### config.mk
export PLATFORM = sky130hd
export DESIGN_NAME = erf_return_unit
export DESIGN_NICKNAME = d
export VERILOG_FILES = /design/src/rtl/erf_pkg.sv /design/src/rtl/erf_decode.sv /design/src/rtl/erf_ctx_regs.sv /design/src/rtl/erf_fsm.sv /design/src/rtl/erf_return_unit.sv
export SDC_FILE = /design/constraint.sdc
export NUM_CORES = 1
export LEC_CHECK = 0
export BUFFER_PORTS_ARGS = -buffer_cell sky130_fd_sc_hd__buf_2
export CORE_MARGIN = 3
export CORE_UTILIZATION = 29
export DETAILED_ROUTE_END_ITERATION = 10
export GPL_TIMING_DRIVEN = 0
export SLEW_MARGIN = 40
export SYNTH_ARGS = -nofsm -noshare
export SYNTH_HDL_FRONTEND = slang
export SYNTH_SLANG_ARGS = --single-unit
### constraint.sdc
create_clock -name clk -period 6.5 [get_ports clk]
set_input_delay 1.3 -clock clk [delete_from_list [all_inputs] [get_ports clk]]
set_output_delay 1.3 -clock clk [all_outputs]
set_load 0.05 [all_outputs]
### src/rtl/erf_pkg.sv
package erf_pkg;

    localparam int WORD_W = 16;
    localparam int IDX_W  = 4;

    // Format codes in the top nibble of the format word
    localparam logic [3:0] FMT_SHORT = 4'h0;
    localparam logic [3:0] FMT_LONG  = 4'h2;
    localparam logic [3:0] FMT_FAULT = 4'hC;

    // Word positions inside a frame
    localparam logic [IDX_W-1:0] IDX_SR         = 4'd0;
    localparam logic [IDX_W-1:0] IDX_PC_HI      = 4'd1;
    localparam logic [IDX_W-1:0] IDX_PC_LO      = 4'd2;
    localparam logic [IDX_W-1:0] IDX_FMT        = 4'd3;
    localparam logic [IDX_W-1:0] IDX_SSW        = 4'd4;
    localparam logic [IDX_W-1:0] IDX_VER        = 4'd7;
    localparam logic [IDX_W-1:0] IDX_SHORT_LAST = 4'd2;
    localparam logic [IDX_W-1:0] IDX_FAULT_LAST = 4'd11;

    localparam int REWRITE_BIT = 15;

    typedef enum logic [1:0] {
        KIND_SHORT = 2'd0,
        KIND_LONG  = 2'd1,
        KIND_FAULT = 2'd2
    } frame_kind_e;

    typedef enum logic [1:0] {
        EXC_NONE   = 2'd0,
        EXC_FORMAT = 2'd1,
        EXC_BUS    = 2'd2
    } exc_code_e;

    typedef enum logic [2:0] {
        ST_IDLE,
        ST_FMT,
        ST_BODY,
        ST_CHECK,
        ST_REWRITE,
        ST_HALT
    } seq_state_e;

    typedef struct packed {
        logic             ok;
        frame_kind_e      kind;
        logic [IDX_W-1:0] last_idx;
    } fmt_info_t;

    function automatic logic [4:0] frame_bytes(frame_kind_e k);
        case (k)
            KIND_LONG:  return 5'd12;
            KIND_FAULT: return 5'd24;
            default:    return 5'd8;
        endcase
    endfunction

    function automatic fmt_info_t decode_format(logic [3:0] code);
        fmt_info_t r;
        r.ok       = 1'b1;
        r.kind     = KIND_SHORT;
        r.last_idx = IDX_SHORT_LAST;
        case (code)
            FMT_SHORT: r.kind = KIND_SHORT;
            FMT_LONG:  r.kind = KIND_LONG;
            FMT_FAULT: begin
                r.kind     = KIND_FAULT;
                r.last_idx = IDX_FAULT_LAST;
            end
            default:   r.ok = 1'b0;
        endcase
        return r;
    endfunction

endpackage

### src/rtl/erf_decode.sv
module erf_decode
    import erf_pkg::*;
#(
    parameter int VER_W = 8
) (
    input  logic [3:0]       fmt_code,
    input  logic [VER_W-1:0] ver_seen,
    input  logic [VER_W-1:0] ver_own,
    output fmt_info_t        info,
    output logic             ver_ok
);

    assign info   = decode_format(fmt_code);
    assign ver_ok = (ver_seen == ver_own);

endmodule

### src/rtl/erf_ctx_regs.sv
module erf_ctx_regs
    import erf_pkg::*;
#(
    parameter int ADDR_W = 32
) (
    input  logic              clk,
    input  logic              rst,
    input  logic              commit,
    input  logic [WORD_W-1:0] new_sr,
    input  logic [ADDR_W-1:0] new_pc,
    input  logic [ADDR_W-1:0] new_ssp,
    output logic [WORD_W-1:0] sr_q,
    output logic [ADDR_W-1:0] pc_q,
    output logic [ADDR_W-1:0] ssp_q
);

    always_ff @(posedge clk) begin
        if (rst) begin
            sr_q  <= '0;
            pc_q  <= '0;
            ssp_q <= '0;
        end else if (commit) begin
            sr_q  <= new_sr;
            pc_q  <= new_pc;
            ssp_q <= new_ssp;
        end
    end

endmodule

### src/rtl/erf_fsm.sv
module erf_fsm
    import erf_pkg::*;
#(
    parameter int ADDR_W = 32,
    parameter int VER_W  = 8
) (
    input  logic              clk,
    input  logic              rst,
    input  logic              start,
    input  logic [ADDR_W-1:0] ssp_in,
    input  logic [VER_W-1:0]  ver_in,
    output logic              mem_req,
    output logic              mem_we,
    output logic [ADDR_W-1:0] mem_addr,
    output logic [WORD_W-1:0] mem_wdata,
    input  logic              mem_ack,
    input  logic [WORD_W-1:0] mem_rdata,
    input  logic              mem_err,
    output logic              commit,
    output logic [WORD_W-1:0] new_sr,
    output logic [ADDR_W-1:0] new_pc,
    output logic [ADDR_W-1:0] new_ssp,
    output logic              done,
    output logic              exc_valid,
    output logic [1:0]        exc_code,
    output logic              busy,
    output logic              halt
);

    seq_state_e        state_q;
    logic [ADDR_W-1:0] base_q;
    logic [VER_W-1:0]  ver_q;
    logic [VER_W-1:0]  ver_seen_q;
    logic [IDX_W-1:0]  idx_q;
    logic [IDX_W-1:0]  rd_idx;
    fmt_info_t         info;
    fmt_info_t         info_q;
    logic              ver_ok;
    logic [WORD_W-1:0] sr_q, pc_hi_q, pc_lo_q, ssw_q;
    logic              done_q, exc_valid_q, halt_q;
    exc_code_e         exc_code_q;
    logic              check_pass;

    erf_decode #(.VER_W(VER_W)) u_decode (
        .fmt_code (mem_rdata[WORD_W-1 -: 4]),
        .ver_seen (ver_seen_q),
        .ver_own  (ver_q),
        .info     (info),
        .ver_ok   (ver_ok)
    );

    always_comb begin
        if (state_q == ST_FMT)          rd_idx = IDX_FMT;
        else if (state_q == ST_REWRITE) rd_idx = IDX_SSW;
        else                            rd_idx = idx_q;
    end

    assign mem_req   = (state_q == ST_FMT) || (state_q == ST_BODY) || (state_q == ST_REWRITE);
    assign mem_we    = (state_q == ST_REWRITE);
    assign mem_addr  = base_q + ADDR_W'({rd_idx, 1'b0});
    assign mem_wdata = ssw_q & ~(WORD_W'(1) << REWRITE_BIT);

    assign check_pass = (state_q == ST_CHECK) &&
                        ((info_q.kind != KIND_FAULT) || (ver_ok && !ssw_q[REWRITE_BIT]));
    assign commit  = check_pass || ((state_q == ST_REWRITE) && mem_ack && !mem_err);
    assign new_sr  = sr_q;
    assign new_pc  = ADDR_W'({pc_hi_q, pc_lo_q});
    assign new_ssp = base_q + ADDR_W'(frame_bytes(info_q.kind));

    assign done      = done_q;
    assign exc_valid = exc_valid_q;
    assign exc_code  = exc_valid_q ? exc_code_q : EXC_NONE;
    assign busy      = (state_q != ST_IDLE) && (state_q != ST_HALT);
    assign halt      = halt_q;

    always_ff @(posedge clk) begin
        if (rst) begin
            state_q     <= ST_IDLE;
            base_q      <= '0;
            ver_q       <= '0;
            ver_seen_q  <= '0;
            idx_q       <= '0;
            info_q      <= '0;
            sr_q        <= '0;
            pc_hi_q     <= '0;
            pc_lo_q     <= '0;
            ssw_q       <= '0;
            done_q      <= 1'b0;
            exc_valid_q <= 1'b0;
            exc_code_q  <= EXC_NONE;
            halt_q      <= 1'b0;
        end else begin
            done_q      <= 1'b0;
            exc_valid_q <= 1'b0;
            case (state_q)
                ST_IDLE: begin
                    if (start) begin
                        base_q  <= ssp_in;
                        ver_q   <= ver_in;
                        state_q <= ST_FMT;
                    end
                end
                ST_FMT: begin
                    if (mem_ack) begin
                        if (mem_err) begin
                            exc_valid_q <= 1'b1;
                            exc_code_q  <= EXC_BUS;
                            state_q     <= ST_IDLE;
                        end else if (!info.ok) begin
                            exc_valid_q <= 1'b1;
                            exc_code_q  <= EXC_FORMAT;
                            state_q     <= ST_IDLE;
                        end else begin
                            info_q  <= info;
                            idx_q   <= IDX_SR;
                            state_q <= ST_BODY;
                        end
                    end
                end
                ST_BODY: begin
                    if (mem_ack) begin
                        if (mem_err) begin
                            exc_valid_q <= 1'b1;
                            exc_code_q  <= EXC_BUS;
                            state_q     <= ST_IDLE;
                        end else begin
                            if (idx_q == IDX_SR)    sr_q       <= mem_rdata;
                            if (idx_q == IDX_PC_HI) pc_hi_q    <= mem_rdata;
                            if (idx_q == IDX_PC_LO) pc_lo_q    <= mem_rdata;
                            if (idx_q == IDX_SSW)   ssw_q      <= mem_rdata;
                            if (idx_q == IDX_VER)   ver_seen_q <= mem_rdata[WORD_W-1 -: VER_W];
                            if (idx_q == info_q.last_idx) state_q <= ST_CHECK;
                            else idx_q <= (idx_q == IDX_PC_LO) ? IDX_SSW : idx_q + 1'b1;
                        end
                    end
                end
                ST_CHECK: begin
                    if (check_pass) begin
                        done_q  <= 1'b1;
                        state_q <= ST_IDLE;
                    end else if (!ver_ok) begin
                        exc_valid_q <= 1'b1;
                        exc_code_q  <= EXC_FORMAT;
                        state_q     <= ST_IDLE;
                    end else begin
                        state_q <= ST_REWRITE;
                    end
                end
                ST_REWRITE: begin
                    if (mem_ack) begin
                        if (mem_err) begin
                            halt_q  <= 1'b1;
                            state_q <= ST_HALT;
                        end else begin
                            done_q  <= 1'b1;
                            state_q <= ST_IDLE;
                        end
                    end
                end
                default: state_q <= ST_HALT;
            endcase
        end
    end

    // the success strobe never lasts two cycles
    a_r10_done_single: assert property (@(posedge clk) disable iff (rst)
        done_q |=> !done_q);

    // a pending access keeps its request and address
    a_r12_addr_held: assert property (@(posedge clk) disable iff (rst)
        (mem_req && !mem_ack) |=> (mem_req && $stable(mem_addr)));

    // halt is sticky until reset
    a_r8_halt_sticky: assert property (@(posedge clk) disable iff (rst)
        halt_q |=> halt_q);

    // a halted sequencer is silent
    a_r8_halt_quiet: assert property (@(posedge clk) disable iff (rst)
        halt_q |-> (!mem_req && !done_q && !exc_valid_q));

    // an error ending is never also a success
    a_r9_exc_not_done: assert property (@(posedge clk) disable iff (rst)
        exc_valid_q |-> !done_q);

endmodule

### src/rtl/erf_return_unit.sv
module erf_return_unit
    import erf_pkg::*;
#(
    parameter int ADDR_W = 32,
    parameter int VER_W  = 8
) (
    input  logic              clk,
    input  logic              rst,
    input  logic              start,
    input  logic [ADDR_W-1:0] ssp_in,
    input  logic [VER_W-1:0]  ver_in,
    output logic              mem_req,
    output logic              mem_we,
    output logic [ADDR_W-1:0] mem_addr,
    output logic [15:0]       mem_wdata,
    input  logic              mem_ack,
    input  logic [15:0]       mem_rdata,
    input  logic              mem_err,
    output logic [15:0]       sr_out,
    output logic [ADDR_W-1:0] pc_out,
    output logic [ADDR_W-1:0] ssp_out,
    output logic              done,
    output logic              exc_valid,
    output logic [1:0]        exc_code,
    output logic              busy,
    output logic              halt
);

    logic              commit;
    logic [WORD_W-1:0] new_sr;
    logic [ADDR_W-1:0] new_pc;
    logic [ADDR_W-1:0] new_ssp;

    erf_fsm #(.ADDR_W(ADDR_W), .VER_W(VER_W)) u_fsm (
        .clk       (clk),
        .rst       (rst),
        .start     (start),
        .ssp_in    (ssp_in),
        .ver_in    (ver_in),
        .mem_req   (mem_req),
        .mem_we    (mem_we),
        .mem_addr  (mem_addr),
        .mem_wdata (mem_wdata),
        .mem_ack   (mem_ack),
        .mem_rdata (mem_rdata),
        .mem_err   (mem_err),
        .commit    (commit),
        .new_sr    (new_sr),
        .new_pc    (new_pc),
        .new_ssp   (new_ssp),
        .done      (done),
        .exc_valid (exc_valid),
        .exc_code  (exc_code),
        .busy      (busy),
        .halt      (halt)
    );

    erf_ctx_regs #(.ADDR_W(ADDR_W)) u_ctx (
        .clk     (clk),
        .rst     (rst),
        .commit  (commit),
        .new_sr  (new_sr),
        .new_pc  (new_pc),
        .new_ssp (new_ssp),
        .sr_q    (sr_out),
        .pc_q    (pc_out),
        .ssp_q   (ssp_out)
    );

    // the restored context moves only together with the success strobe
    a_r10_ctx_with_done: assert property (@(posedge clk) disable iff (rst)
        !done |-> ($stable(sr_out) && $stable(pc_out) && $stable(ssp_out)));

    // an exception request leaves the context as it was
    a_r9_exc_keeps_ctx: assert property (@(posedge clk) disable iff (rst)
        exc_valid |-> ($stable(ssp_out) && $stable(pc_out)));

endmodule

Yosys cells after proc, flatten, opt, wreduce, memory -nomap -nowiden
Index checks and enable logic that the tools add are counted.
{"block": "word_totals", "reg_bits": 210, "in_bits": 61, "output_inout_bits": 136, "word_cells": 127}
{"block": "op_classes", "addsub": 3, "eq_ne": 29, "n_mux": 47, "bitwise": 1, "reduce_logical": 29}
{"cell": "$add 32x5->32", "n": 2}
{"cell": "$mux 4", "n": 10}
{"cell": "$mux 3", "n": 10}
{"cell": "$reduce_and 4->1", "n": 6}
{"cell": "$ne 2x2->1 const B", "n": 10}
{"cell": "$mux 2", "n": 9}
{"cell": "$pmux 3 s5", "n": 1}
{"cell": "$reduce_and 7->1", "n": 2}
{"cell": "$mux 1", "n": 11}
{"cell": "$pmux 5 s2", "n": 1}
{"cell": "$ne 3x3->1 const B", "n": 3}
{"cell": "$eq 4x2->1 const B", "n": 2}
{"cell": "$eq 4x3->1 const B", "n": 2}
{"cell": "$eq 8x8->1", "n": 1}
{"cell": "$logic_not 4->1", "n": 2}
{"cell": "$pmux 4 s2", "n": 1}
{"cell": "$eq 3x2->1 const B", "n": 2}
{"cell": "$pmux 2 s3", "n": 1}
{"cell": "$reduce_bool 3->1", "n": 2}
{"cell": "$logic_and 1x1->1", "n": 5}
{"cell": "$reduce_and 5->1", "n": 1}
{"cell": "$add 4x1->4 const B", "n": 1}
{"cell": "$eq 4x1->1 const B", "n": 1}
{"cell": "$eq 4x4->1", "n": 1}
{"cell": "17 further kinds", "n": 22}

Longest topological paths before layout
{"block": "depth", "ltp_word": 7, "ltp_mapped": 13, "mapped_depth_nobuf": 11}

By module
A second synthesis with hierarchy kept.
{"block": "hier_totals", "cells_unflattened": 1043, "area_unflattened_um2": 9494.1}
{"module": "erf_fsm", "n_inst": 1, "cells_per_inst": 763, "area_each_um2": 6466.2, "seq_area_each_um2": 2602.5}
{"module": "erf_ctx_regs", "n_inst": 1, "cells_per_inst": 258, "area_each_um2": 2869.0, "seq_area_each_um2": 1601.5}
{"module": "erf_decode", "n_inst": 1, "cells_per_inst": 22, "area_each_um2": 158.9, "seq_area_each_um2": 0.0}

Worst setup path before layout
OpenSTA, ideal clock, no wires.
{"block": "synth_path", "path_kind": "reg2out", "from": "register u_fsm.state_q[0]", "to": "output mem_addr[25]", "arrival_ns": 3.262, "setup_slack_ns": 1.938, "stages_incl_launch_ff": 14, "path_buffers": 2, "cell_sequence": "dfxtp_1 clkbuf_2 buf_1 nor2b_1 nor2_1 o2bb2ai_1 ha_1 inv_1 fa_1 nor2b_1 o21a_1 o2111a_1 nand4_1 xnor2_1"}
{"block": "synth_between", "elab_chain_cells": 4}
{"element": "from (decl)", "line": "erf_fsm.sv:30", "source": "seq_state_e state_q;"}
{"element": "from (signal assigned)", "line": "erf_fsm.sv:78", "source": "state_q <= ST_IDLE;"}
{"element": "from (signal assigned)", "line": "erf_fsm.sv:100", "source": "state_q <= ST_FMT;"}
{"element": "from (signal assigned)", "line": "erf_fsm.sv:108", "source": "state_q <= ST_IDLE;"}
{"element": "$eq 3x3->1", "line": "erf_fsm.sv:54", "source": "else if (state_q == ST_REWRITE) rd_idx = IDX_SSW;"}
{"element": "$mux 4", "line": "erf_fsm.sv:54"}
{"element": "$mux 4 (*)", "line": "erf_fsm.sv:53", "source": "if (state_q == ST_FMT) rd_idx = IDX_FMT;"}
{"element": "$add 32x5->32 (*)", "line": "erf_fsm.sv:60", "source": "assign mem_addr = base_q + ADDR_W'({rd_idx, 1'b0});"}
{"element": "to (decl)", "line": "erf_return_unit.sv:14", "source": "output logic [ADDR_W-1:0] mem_addr,"}
Every way passes the cells marked *; elsewhere a longest branch is shown, timed or not.

Worst setup path in the final report
Same ends and word-level chain as after synthesis.

==> flow_summary.ini <==
[status]
status = completed

[yosys]
syn_inst = 1136
post-synth-top-count-cell = dfxtp_1
synth_flop_cell = dfxtp_1
synthTopCellsByArea = dfxtp_1 (44%), a21oi_1 (7.3%), mux2i_1 (6.1%)
seq_area_frac_synth = 0.4440
ys_warn_count = 0
yosys-top-cells-count = dfxtp_1 (208), a21oi_1 (136), nand2_1 (126), nor2_1 (92), nand3_1 (90)
synth_top_cell_area_share = 0.4440
synth-seq-cells = 208
synth.avg_cell_area_um2 = 8.256
synth_edf_count = 0
synth.largest_area_cell = dfxtp_1
synthDistinctLibCells = 57
syn_area_um2 = 9379
ys_async_sr_fraction = 0
syn-num-nets = 1205

[critical_path]
crit_family = buffers and inverters
worstPathMaxFanout = 10
required_ns = 5.20
crit_path_end_kind = output port
cp_common_cell = nor2b_1
critPathMaxStageDelay_ns = 0.40
cpMaxStageDelayCell = o2111a_1
cp_num_buf_inv = 4
cp.arrival_ns = 4.03
crit_chain = clkbuf_2, buf_1, nor2b_1, nor2_1, o2bb2ai_1, ha_1, inv_1, fa_1, nor2b_1, o21a_1, o2111a_1, nand4_1, xnor2_1, buf_2
worstSetupStartpointType = flip-flop
setup.worst_path.class = reg2out

[sta]
skew_ns = 0.01650
hold_viol = 0
final.setup.worst_slack_ns = 1.172
worstMarginPinSlew_ns = 0.7883
tns_ns = 0
slew_headroom = 0.4729
finalCriticalPeriod_ns = 5.328
drv_slew = 0
finalSetupViolCount = 0
grt_setup_unrepaired = false
fmax_ghz = 0.1877
period_share = 0.8198

[power]
p_per_area_nw_per_um2 = 257.6
pwr-share-clk = 0.482
leakage_nw = 5.060
switching_power_w = 0.0007708
intPower_w = 0.002242
combPwrFrac = 0.084
p_seq_frac = 0.434
irDropWorstVdd_mv = 0.1961
p_sw_frac = 0.2558

[clock_network]
numCtsBuffers = 25
h-tree-depth = 1
cts_setup_buffers = 0
ctsHoldBuffers = 0
ctsResizeCount = 0
cts_tree = done
cts.sinks = 208
cts_buffer_depth = 3
clkTransAtPathRegs_ns = 0.06
clkLatencyLatePin_ns = 0.53
root_buffer = clkbuf_16

[layout]
fin_nets = 1421
seq_area_um2 = 4164
insertedDiodeCount = 0
fillCellCount = 3365
syn2layout_area_growth_pct = 24.71
multi_input_area_um2 = 4591
drive_above_1_share = 0.2146
fin_cells = 1772
stdcell_area_um2 = 11700

[global_route]
grt_max_degree = 14
track_usage = 0.1695
grt_pass1_vias = 8330
antenna_found_initial = 4
grt_pass1_wl_mm = 46.24
grt_overflow = 0

[hold_path]
hold_class = reg2reg

[die]
io_pins = 197
die_area_um2 = 34530
start_util = 0.2957
fp.dieW_um = 185.8
die_y_um = 185.8
coreArea_um2 = 31720
num_rows = 65

[detailed_routing]
drtIter0Drc = 451
drtPass1Iterations = 4
remaining_drc_errors = 0
drtAntennaViolNets = 0
drt_wl_total_mm = 30.46
post_drt_wl_per_cell_um = 17.19
viasPerCell = 4.861
vias = 8613

[placement]
dpl_worst_slack_ns = 1.740
portBuffers = 189
gp_congestion = 0.8861
place_area_um2 = 10830
dp_hpwl_mm = 22.90
placed_cells = 1727

[flow_run]
drv_cap = 0
## sequential cells by signal, indices dropped and copies added, names as in the netlist, 16 cells and up
signal         cells
u_ctx.pc_q        32
u_fsm.base_q      32
u_fsm.new_sr      16
u_fsm.pc_hi_q     16
u_ctx.ssp_q       32
u_fsm.pc_lo_q     16
u_ctx.sr_q        16
u_fsm.ssw_q       16
## metrics by stage
| step | util | hold slack [ns] | total power (W) |
|---|---|---|---|
| finish | 0.3688 | 0.4559 | 0.003013 |
| floorplan | - | 0.4168 | 0.001503 |
| detailed placement | 0.3415 | 0.4467 | 0.001592 |
| global route | 0.3688 | 0.4761 | 0.003111 |
| CTS | 0.3686 | 0.4551 | 0.003043 |
| global placement | 0.3414 | 0.4355 | 0.001590 |
## layer usage
layer	up-vias	track usage	share of wire
li1	4320	-	-
met1	4002	0.2234	0.45
met2	227	0.2809	0.46
met3	56	0.04026	0.064
met4	8	0.04200	0.025
met5	-	0	0.0016
## cells by family after synthesis
family / synth area share
simple gates: 0.1984
compound gates: 0.1549
flops: 0.4440
buf+inv: 0.06750
xor+xnor: 0.06257
mux: 0.06083
fa+ha+maj: 0.01147
other cells: 0.0003998
## cell usage in the layout (no fill, tap or decap), drive strengths merged, types with 2 or more instances in the layout
master	count
a211oi	17
a21o	2
a21oi	136
a31oi	4
and2	5
and3	10
and4	2
buf	239
bufinv	3
clkbuf	102
clkinv	7
clkinvlp	2
dfxtp	208
ha	7
inv	19
mux2i	57
nand2	128
nand2b	5
nand3	90
nand3b	3
nand4	11
nor2	93
nor2b	8
nor3	27
nor4	3
o2111a	2
o2111ai	4
o211ai	2
o21a	3
o21ai	68
o31ai	12
or2	3
or3	5
or4	2
xnor2	43
xor2	24
## worst register-to-register path, cell delays in order (launching register included)
cell and delay, ns:
dfxtp_1 0.46, nor2b_1 0.33, and3_1 0.25, nand4_1 0.63
nand2_1 0.62, buf_2 0.31, a211oi_1 0.10
## worst paths after layout
check / startpoint / endpoint / slack, ns / cells past startpoint
worst max register to register: u_fsm.state_q[1]$_SDFFE_PP0P_ / u_ctx.ssp_q[16]$_SDFFE_PP0P_ / 3.67 / 6
worst min register to register: u_fsm.new_sr[14]$_SDFFE_PP0P_ / u_fsm.new_sr[14]$_SDFFE_PP0P_ / 0.46 / 2
worst max-delay path: u_fsm.state_q[0]$_SDFFE_PP0P_ / mem_addr[25] / 1.17 / 14
worst min-delay path: u_fsm.new_sr[14]$_SDFFE_PP0P_ / u_fsm.new_sr[14]$_SDFFE_PP0P_ / 0.46 / 2
## power by group through the flow
stage | clock network, W | registers, W | logic (W)
2_1_floorplan | 0 | 0.00134 | 0.000167
3_3_place_gp | 0 | 0.00134 | 0.000254
3_5_place_dp | 0 | 0.00134 | 0.000255
4_1_cts | 0.00148 | 0.00131 | 0.000256
5_1_grt | 0.00153 | 0.00131 | 0.000275
6_report | 0.00145 | 0.00131 | 0.000253
## area by class of cell
| type | count | share of cell area |
|---|---|---|
| multi-input cells | 790 | 0.3925 |
| flip-flops and latches | 208 | 0.3560 |
| repair buffers | 189 | 0.08087 |
| clock buffers | 32 | 0.05916 |
| well taps | 402 | 0.04300 |
| clock inverters | 13 | 0.01433 |
| inverters | 18 | 0.005777 |
| plain buffers | 120 | 0.04835 |
(Power assumes the default switching activity.)
